<file path="src/rtl/uart_mmio_pkg.sv">
package uart_mmio_pkg;

    localparam int DIV_W    = 21;
    localparam int BYTE_W   = 8;
    localparam int CTRL_W   = 6;
    localparam int FLAG_W   = 4;
    localparam int BITCNT_W = $clog2(BYTE_W);

    localparam logic [2:0] W_DATA = 3'd0;
    localparam logic [2:0] W_STAT = 3'd1;
    localparam logic [2:0] W_CTRL = 3'd2;
    localparam logic [2:0] W_PEND = 3'd3;
    localparam logic [2:0] W_DIV  = 3'd4;

    typedef enum logic [1:0] {
        PH_IDLE,
        PH_START,
        PH_DATA,
        PH_STOP
    } phase_e;

    typedef struct packed {
        logic [CTRL_W-1:0] ctrl;
        logic [DIV_W-1:0]  div;
        logic [BYTE_W-1:0] tx_buf;
        logic              tx_full;
        logic [BYTE_W-1:0] rx_buf;
        logic              rx_full;
        logic [FLAG_W-1:0] flags;
    } regs_t;

endpackage

</file>
<file path="src/rtl/uart_tx_shift.sv">
module uart_tx_shift
    import uart_mmio_pkg::*;
(
    input  logic              clk,
    input  logic              rst_n,
    input  logic              load,
    input  logic [BYTE_W-1:0] load_byte,
    input  logic [DIV_W-1:0]  divisor,
    output logic              txd,
    output logic              busy
);

    typedef struct packed {
        phase_e              phase;
        logic [DIV_W-1:0]    cnt;
        logic [BITCNT_W-1:0] bitn;
        logic [BYTE_W-1:0]   shreg;
        logic                line;
    } tx_st_t;

    tx_st_t q, d;
    logic   bit_end;

    always_comb begin
        d       = q;
        bit_end = (q.cnt >= divisor - 1'b1);
        if (q.phase != PH_IDLE) begin
            d.cnt = bit_end ? '0 : q.cnt + 1'b1;
        end
        unique case (q.phase)
            PH_IDLE: begin
                d.line = 1'b1;
                if (load) begin
                    d.phase = PH_START;
                    d.cnt   = '0;
                    d.shreg = load_byte;
                    d.line  = 1'b0;
                end
            end
            PH_START: begin
                if (bit_end) begin
                    d.phase = PH_DATA;
                    d.bitn  = '0;
                    d.line  = q.shreg[0];
                end
            end
            PH_DATA: begin
                if (bit_end) begin
                    if (q.bitn == BITCNT_W'(BYTE_W - 1)) begin
                        d.phase = PH_STOP;
                        d.line  = 1'b1;
                    end else begin
                        d.bitn  = q.bitn + 1'b1;
                        d.shreg = {1'b0, q.shreg[BYTE_W-1:1]};
                        d.line  = q.shreg[1];
                    end
                end
            end
            PH_STOP: begin
                if (bit_end) begin
                    d.phase = PH_IDLE;
                end
            end
            default: d.phase = PH_IDLE;
        endcase
    end

    always_ff @(posedge clk or negedge rst_n) begin
        if (!rst_n) begin
            q <= '{phase: PH_IDLE, cnt: '0, bitn: '0, shreg: '0, line: 1'b1};
        end else begin
            q <= d;
        end
    end

    assign txd  = q.line;
    assign busy = (q.phase != PH_IDLE);

endmodule

</file>
<file path="src/rtl/uart_rx_shift.sv">
module uart_rx_shift
    import uart_mmio_pkg::*;
(
    input  logic              clk,
    input  logic              rst_n,
    input  logic              rxd,
    input  logic              enable,
    input  logic [DIV_W-1:0]  divisor,
    output logic              frame_ok,
    output logic [BYTE_W-1:0] frame_byte
);

    typedef struct packed {
        logic [2:0]          sync;
        phase_e              phase;
        logic [DIV_W-1:0]    cnt;
        logic [BITCNT_W-1:0] bitn;
        logic [BYTE_W-1:0]   shreg;
        logic                done;
        logic [BYTE_W-1:0]   byte_out;
    } rx_st_t;

    rx_st_t           q, d;
    logic             cur, prev, bit_end, half_end;
    logic [DIV_W-1:0] half;

    always_comb begin
        d        = q;
        d.sync   = {q.sync[1:0], rxd};
        d.done   = 1'b0;
        cur      = q.sync[1];
        prev     = q.sync[2];
        half     = divisor >> 1;
        bit_end  = (q.cnt >= divisor - 1'b1);
        half_end = (q.cnt >= half - 1'b1);
        unique case (q.phase)
            PH_IDLE: begin
                if (enable && prev && !cur) begin
                    d.phase = PH_START;
                    d.cnt   = '0;
                end
            end
            PH_START: begin
                if (half_end) begin
                    d.cnt   = '0;
                    d.bitn  = '0;
                    d.phase = cur ? PH_IDLE : PH_DATA;
                end else begin
                    d.cnt = q.cnt + 1'b1;
                end
            end
            PH_DATA: begin
                if (bit_end) begin
                    d.cnt   = '0;
                    d.shreg = {cur, q.shreg[BYTE_W-1:1]};
                    if (q.bitn == BITCNT_W'(BYTE_W - 1)) begin
                        d.phase = PH_STOP;
                    end else begin
                        d.bitn = q.bitn + 1'b1;
                    end
                end else begin
                    d.cnt = q.cnt + 1'b1;
                end
            end
            PH_STOP: begin
                if (bit_end) begin
                    d.cnt   = '0;
                    d.phase = PH_IDLE;
                    if (cur) begin
                        d.done     = 1'b1;
                        d.byte_out = q.shreg;
                    end
                end else begin
                    d.cnt = q.cnt + 1'b1;
                end
            end
            default: d.phase = PH_IDLE;
        endcase
    end

    always_ff @(posedge clk or negedge rst_n) begin
        if (!rst_n) begin
            q <= '{sync: 3'b111, phase: PH_IDLE, cnt: '0, bitn: '0,
                   shreg: '0, done: 1'b0, byte_out: '0};
        end else begin
            q <= d;
        end
    end

    assign frame_ok   = q.done;
    assign frame_byte = q.byte_out;

endmodule

</file>
<file path="src/rtl/uart_mmio.sv">
module uart_mmio
    import uart_mmio_pkg::*;
#(
    parameter int ADDR_W    = 5,
    parameter int BUS_W     = 32,
    parameter int MIN_DIV   = 16,
    parameter int RESET_DIV = 16
) (
    input  logic              clk,
    input  logic              rst_n,
    input  logic [ADDR_W-1:0] bus_addr,
    input  logic              bus_wr,
    input  logic [BUS_W-1:0]  bus_wdata,
    input  logic              bus_rd,
    output logic [BUS_W-1:0]  bus_rdata,
    input  logic              ser_rx,
    output logic              ser_tx,
    output logic              irq_tx,
    output logic              irq_rx,
    output logic              irq_ovr
);

    localparam int WORD_W = ADDR_W - 2;

    regs_t             q, d;
    logic              tx_busy, tx_load;
    logic              rx_ok;
    logic [BYTE_W-1:0] rx_byte;
    logic              hit;
    logic [WORD_W-1:0] word;
    logic              wr_data, wr_ctrl, wr_pend, wr_div, rd_take;
    logic [FLAG_W-1:0] clr_mask, set_mask;
    logic              rx_busy_eff;
    wire               unused_hi = ^bus_wdata[BUS_W-1:DIV_W];

    assign hit     = (bus_addr[1:0] == 2'b00);
    assign word    = bus_addr[ADDR_W-1:2];
    assign wr_data = bus_wr && hit && (word == WORD_W'(W_DATA));
    assign wr_ctrl = bus_wr && hit && (word == WORD_W'(W_CTRL));
    assign wr_pend = bus_wr && hit && (word == WORD_W'(W_PEND));
    assign wr_div  = bus_wr && hit && (word == WORD_W'(W_DIV));
    assign rd_take = bus_rd && hit && (word == WORD_W'(W_DATA)) && q.rx_full;
    assign tx_load = q.ctrl[0] && q.tx_full && !tx_busy;

    always_comb begin
        d           = q;
        set_mask    = '0;
        clr_mask    = wr_pend ? bus_wdata[FLAG_W-1:0] : '0;
        rx_busy_eff = q.rx_full && !rd_take;

        if (tx_load) begin
            d.tx_full   = 1'b0;
            set_mask[0] = 1'b1;
        end
        if (wr_data) begin
            if (q.tx_full) begin
                set_mask[2] = 1'b1;
            end else begin
                d.tx_buf  = bus_wdata[BYTE_W-1:0];
                d.tx_full = 1'b1;
            end
        end
        if (wr_ctrl) begin
            d.ctrl = bus_wdata[CTRL_W-1:0];
        end
        if (wr_div) begin
            d.div = (bus_wdata[DIV_W-1:0] < DIV_W'(MIN_DIV)) ?
                    DIV_W'(MIN_DIV) : bus_wdata[DIV_W-1:0];
        end
        if (rd_take) begin
            d.rx_full = 1'b0;
        end
        if (rx_ok) begin
            if (rx_busy_eff) begin
                set_mask[3] = 1'b1;
            end else begin
                d.rx_buf    = rx_byte;
                d.rx_full   = 1'b1;
                set_mask[1] = 1'b1;
            end
        end
        d.flags = (q.flags & ~clr_mask) | set_mask;
    end

    always_ff @(posedge clk or negedge rst_n) begin
        if (!rst_n) begin
            q <= '{ctrl: '0, div: DIV_W'(RESET_DIV), tx_buf: '0, tx_full: 1'b0,
                   rx_buf: '0, rx_full: 1'b0, flags: '0};
        end else begin
            q <= d;
        end
    end

    always_comb begin
        bus_rdata = '0;
        if (bus_rd && hit) begin
            unique case (word)
                WORD_W'(W_DATA): bus_rdata[BYTE_W-1:0] = q.rx_buf;
                WORD_W'(W_STAT): bus_rdata[3:0] = {q.flags[3], q.flags[2], q.rx_full, q.tx_full};
                WORD_W'(W_CTRL): bus_rdata[CTRL_W-1:0] = q.ctrl;
                WORD_W'(W_PEND): bus_rdata[FLAG_W-1:0] = q.flags;
                WORD_W'(W_DIV):  bus_rdata[DIV_W-1:0] = q.div;
                default:         bus_rdata = '0;
            endcase
        end
    end

    assign irq_tx  = q.flags[0] && q.ctrl[2];
    assign irq_rx  = q.flags[1] && q.ctrl[3];
    assign irq_ovr = (q.flags[2] && q.ctrl[4]) || (q.flags[3] && q.ctrl[5]);

    uart_tx_shift u_tx (
        .clk       (clk),
        .rst_n     (rst_n),
        .load      (tx_load),
        .load_byte (q.tx_buf),
        .divisor   (q.div),
        .txd       (ser_tx),
        .busy      (tx_busy)
    );

    uart_rx_shift u_rx (
        .clk        (clk),
        .rst_n      (rst_n),
        .rxd        (ser_rx),
        .enable     (q.ctrl[1]),
        .divisor    (q.div),
        .frame_ok   (rx_ok),
        .frame_byte (rx_byte)
    );

endmodule

</file>
<file path="config.mk">
export PLATFORM = sky130hd
export DESIGN_NAME = uart_mmio
export DESIGN_NICKNAME = d
export VERILOG_FILES = /design/src/rtl/uart_mmio_pkg.sv /design/src/rtl/uart_tx_shift.sv /design/src/rtl/uart_rx_shift.sv /design/src/rtl/uart_mmio.sv
export SDC_FILE = /design/constraint.sdc
export NUM_CORES = 1
export LEC_CHECK = 0
export BUFFER_PORTS_ARGS = -buffer_cell sky130_fd_sc_hd__buf_2
export CAP_MARGIN = 20
export CORE_MARGIN = 1
export CORE_UTILIZATION = 40
export CTS_BUF_LIST = sky130_fd_sc_hd__clkbuf_4 sky130_fd_sc_hd__clkbuf_8
export DETAILED_ROUTE_END_ITERATION = 7
export PLACE_DENSITY_LB_ADDON = 0.08
export SLEW_MARGIN = 20
export SYNTH_ARGS = -nofsm -noshare
export SYNTH_HDL_FRONTEND = slang
export SYNTH_SLANG_ARGS = --single-unit
</file>
<file path="constraint.sdc">
create_clock -name clk -period 5.2 [get_ports clk]
set_input_delay 1.04 -clock clk [delete_from_list [all_inputs] [get_ports clk]]
set_output_delay 1.04 -clock clk [all_outputs]
set_load 0.02 [all_outputs]
</file>
==> results.txt <==
Die Wd = 149 um
Clock Skews = 14.8 ps
synthesis-to-layout area growth = 11.5%
IO Count = 78
Reg2Reg Setup Slack = 420 ps
r2r startpoint = q[25]
H-Tree Depth = 4
vias per inst = 5.61
vias in the first global route = 6710
fmax = 209 MHz
Setup crit end kind = flip-flop
die area = 0.0221 sq mm
Final Hold Vio Count = 0
largest net degree at the start of global routing = 84
Final ANT Viol Nets = 0
CTS clk-pin slew, worst paths = 90 ps
Synth cell types = 83
number of placement rows = 53
Max Cap Viol = 0
leakage = 4.55 nW
postcts setup bufs = 0
Root Buffer Master = clkbuf_8
synthesized area = 0.00859 sq mm
final setup vio count = 0
average wire per cell in the routed design = 18.8 um
flops & latches, synth = 130
Post-synth EDFFs = 0
Post-synth top cells = dfrtp_1, nor2_1, ha_1, nand2_1, mux2_2
TNS Setup = 0 ps
Cells after DPL = 1173
Max-Slew Margin vs Limit = 0.390
Most used DFF post-synth = dfrtp_1
FF-to-FF End = u_rx.frame_byte[5]
cell taking the most area after synthesis = dfrtp_1
Port Buffers = 55
HP Class = flip-flop to flip-flop
hold path startpoint = u_rx.d[44]
hold path cells = 0
Inserted Diodes = 0
Syn Inst Count = 867
Clock Latency Late Sink = 440 ps
RSZ-0062 raised after global routing = false
Initial Util = 0.409
initial antenna violation count = 0
Seq/Total Area, Yosys = 0.379
CP arrival = 5110 ps
# DRC = 0
clk sinks = 130
slew of the pin with the lowest slew margin = 914 ps
Inserted Clock Buffers = 17
maximum vdd ir drop = 176 uV
Mapped Avg Cell Area = 9.91 sq um
max-slew violation count = 0
Tmin final = 4780 ps
Synth area leaders = dfrtp_1, ha_1, mux2_2
GPL Wtd Cong = 0.871
drt first-iter violations = 365
Final Cycle Share = 0.919
final WL = 22.6 mm
Post-synth ARST share = 1.00
Placeable Area = 0.0210 sq mm
total gr overflow = 0
warning count from the yosys run = 0
GR Util All Layers = 0.214
WHS Endpoint = u_rx.cur
status = completed
Required @ worst endpoint = 5530 ps
top cell type's share of synthesized area = 0.364
Worst Hold Margin = 358 ps
number of cells on the worst reg-to-reg path = 14
kind of critical path = flip-flop to flip-flop
Worst Path Max Fanout = 10
chip height = 149 um
Detailed Routing Iterations Pass 1 = 4
clock buffer depth = 2
layout cell share with drive strength beyond 1 = 0.216
HPWL after detailed placement = 17.0 mm
power per cell area = 369 mW/mm^2
final net count = 1027
first-pass GRT wire length = 36.4 mm
Post-Layout Cell Count = 1205
Vias = 6760
most frequent cell after synthesis = dfrtp_1
CP Launch Type = flip-flop
CTS tree = yes
==> area by class of cell <==
type | instances | area, sq um
Tap cell | 275 | 344
Fill cell | 1952 | 11400
Clock buffer | 18 | 241
Inverter | 25 | 93.8
Clock inverter | 14 | 216
Sequential cell | 130 | 3260
Timing Repair Buffer | 66 | 364
Multi-Input combinational cell | 677 | 5060
==> power by group <==
part           internal, W  leakage [nW]  switching (W)  total [W]
sequential         0.00115          1.72       0.000205    0.00136
combinational     0.000483          2.60       0.000678    0.00116
clock             0.000547         0.230       0.000468    0.00102
total              0.00218          4.55        0.00135    0.00354
==> cell families (layout without fill, tap and decap cells) <==
logic type	count (synthesis)	count (layout)	synth area share
flip-flops	130	130	0.379
buffers and inverters	70	123	0.0377
AND/OR/NAND/NOR	291	291	0.178
AO/OA/AOI/OAI	179	179	0.151
other	1	11	0.000437
multiplexers	69	69	0.0891
adder cells (fa/ha/maj)	69	69	0.100
XOR/XNOR	58	58	0.0639
==> state kept, by name (all words and copies together), names as in the netlist, named ones only <==
name             cells
u_rx.q              33
u_tx.q              34
u_rx.d               1
u_rx.prev            1
u_rx.cur             1
u_tx.txd             1
u_rx.frame_ok        1
q                   49
u_rx.frame_byte      8
==> layer usage <==
| layer | track usage | vias up | wire (um) |
|---|---|---|---|
| met5 | 0 | - | 0 |
| met4 | 0.0639 | 0 | 362 |
| met3 | 0.0356 | 22 | 762 |
| met2 | 0.344 | 148 | 10700 |
| met1 | 0.294 | 3336 | 10800 |
| li1 | - | 3254 | - |
==> cells in the final DEF, fill, tap and decap left out, types with 14 or more instances in the layout <==
cell | synthesis | final
nor2_1 | 71 | 71
ha_1 | 68 | 68
o21ai_0 | 38 | 36
nand3_1 | 34 | 34
xor2_1 | 27 | 27
clkbuf_8 | 0 | 17
a21oi_1 | 22 | 22
nor3_1 | 14 | 14
nand4_1 | 17 | 17
nand2_1 | 65 | 65
buf_2 | 7 | 54
xnor2_1 | 28 | 28
mux2_2 | 58 | 58
inv_1 | 25 | 25
a21o_1 | 26 | 26
dfrtp_1 | 125 | 125
and2_1 | 22 | 22
==> worst max-delay path by stage <==
stage,start,to,cells after the start
2_1_floorplan,q[25],u_rx.q[17],15
3_3_place_gp,q[25],u_rx.frame_byte[1],14
3_5_place_dp,q[25],u_rx.frame_byte[5],14
4_1_cts,q[25],u_rx.frame_byte[6],14
5_1_grt,q[25],u_rx.frame_byte[6],15
6_report,q[25],u_rx.frame_byte[5],14
==> what timing repair did <==
action / CTS / global route
gates resized for setup: 0 / 1
hold buffers: 0 / 0
setup endpoints to repair: 0 / 3
==> metrics by stage <==
step / instance area, sq um / util / setup slack, ps / power, W
global placement: 9110 / 0.433 / 405 / 0.00249
finish: 9580 / 0.456 / 422 / 0.00354
global route: 9580 / 0.456 / 167 / 0.00379
detailed placement: 9110 / 0.433 / 298 / 0.00253
CTS: 9570 / 0.455 / 296 / 0.00357
floorplan: 8630 / - / 1010 / 0.00217
==> critical path: stages (launching register included) <==
cell and delay, ps:
dfrtp_1 560, or4_1 610, nor2_1 230, nand2_1 90
xor2_1 200, ha_1 360, nand4_1 220, o41ai_2 510
or4bb_1 530, nand4_1 90, a2111o_1 130, nand2_1 90
o21a_2 280, nor2_2 390, mux2_2 390
No activity file was read; power rests on OpenSTA's default activity.
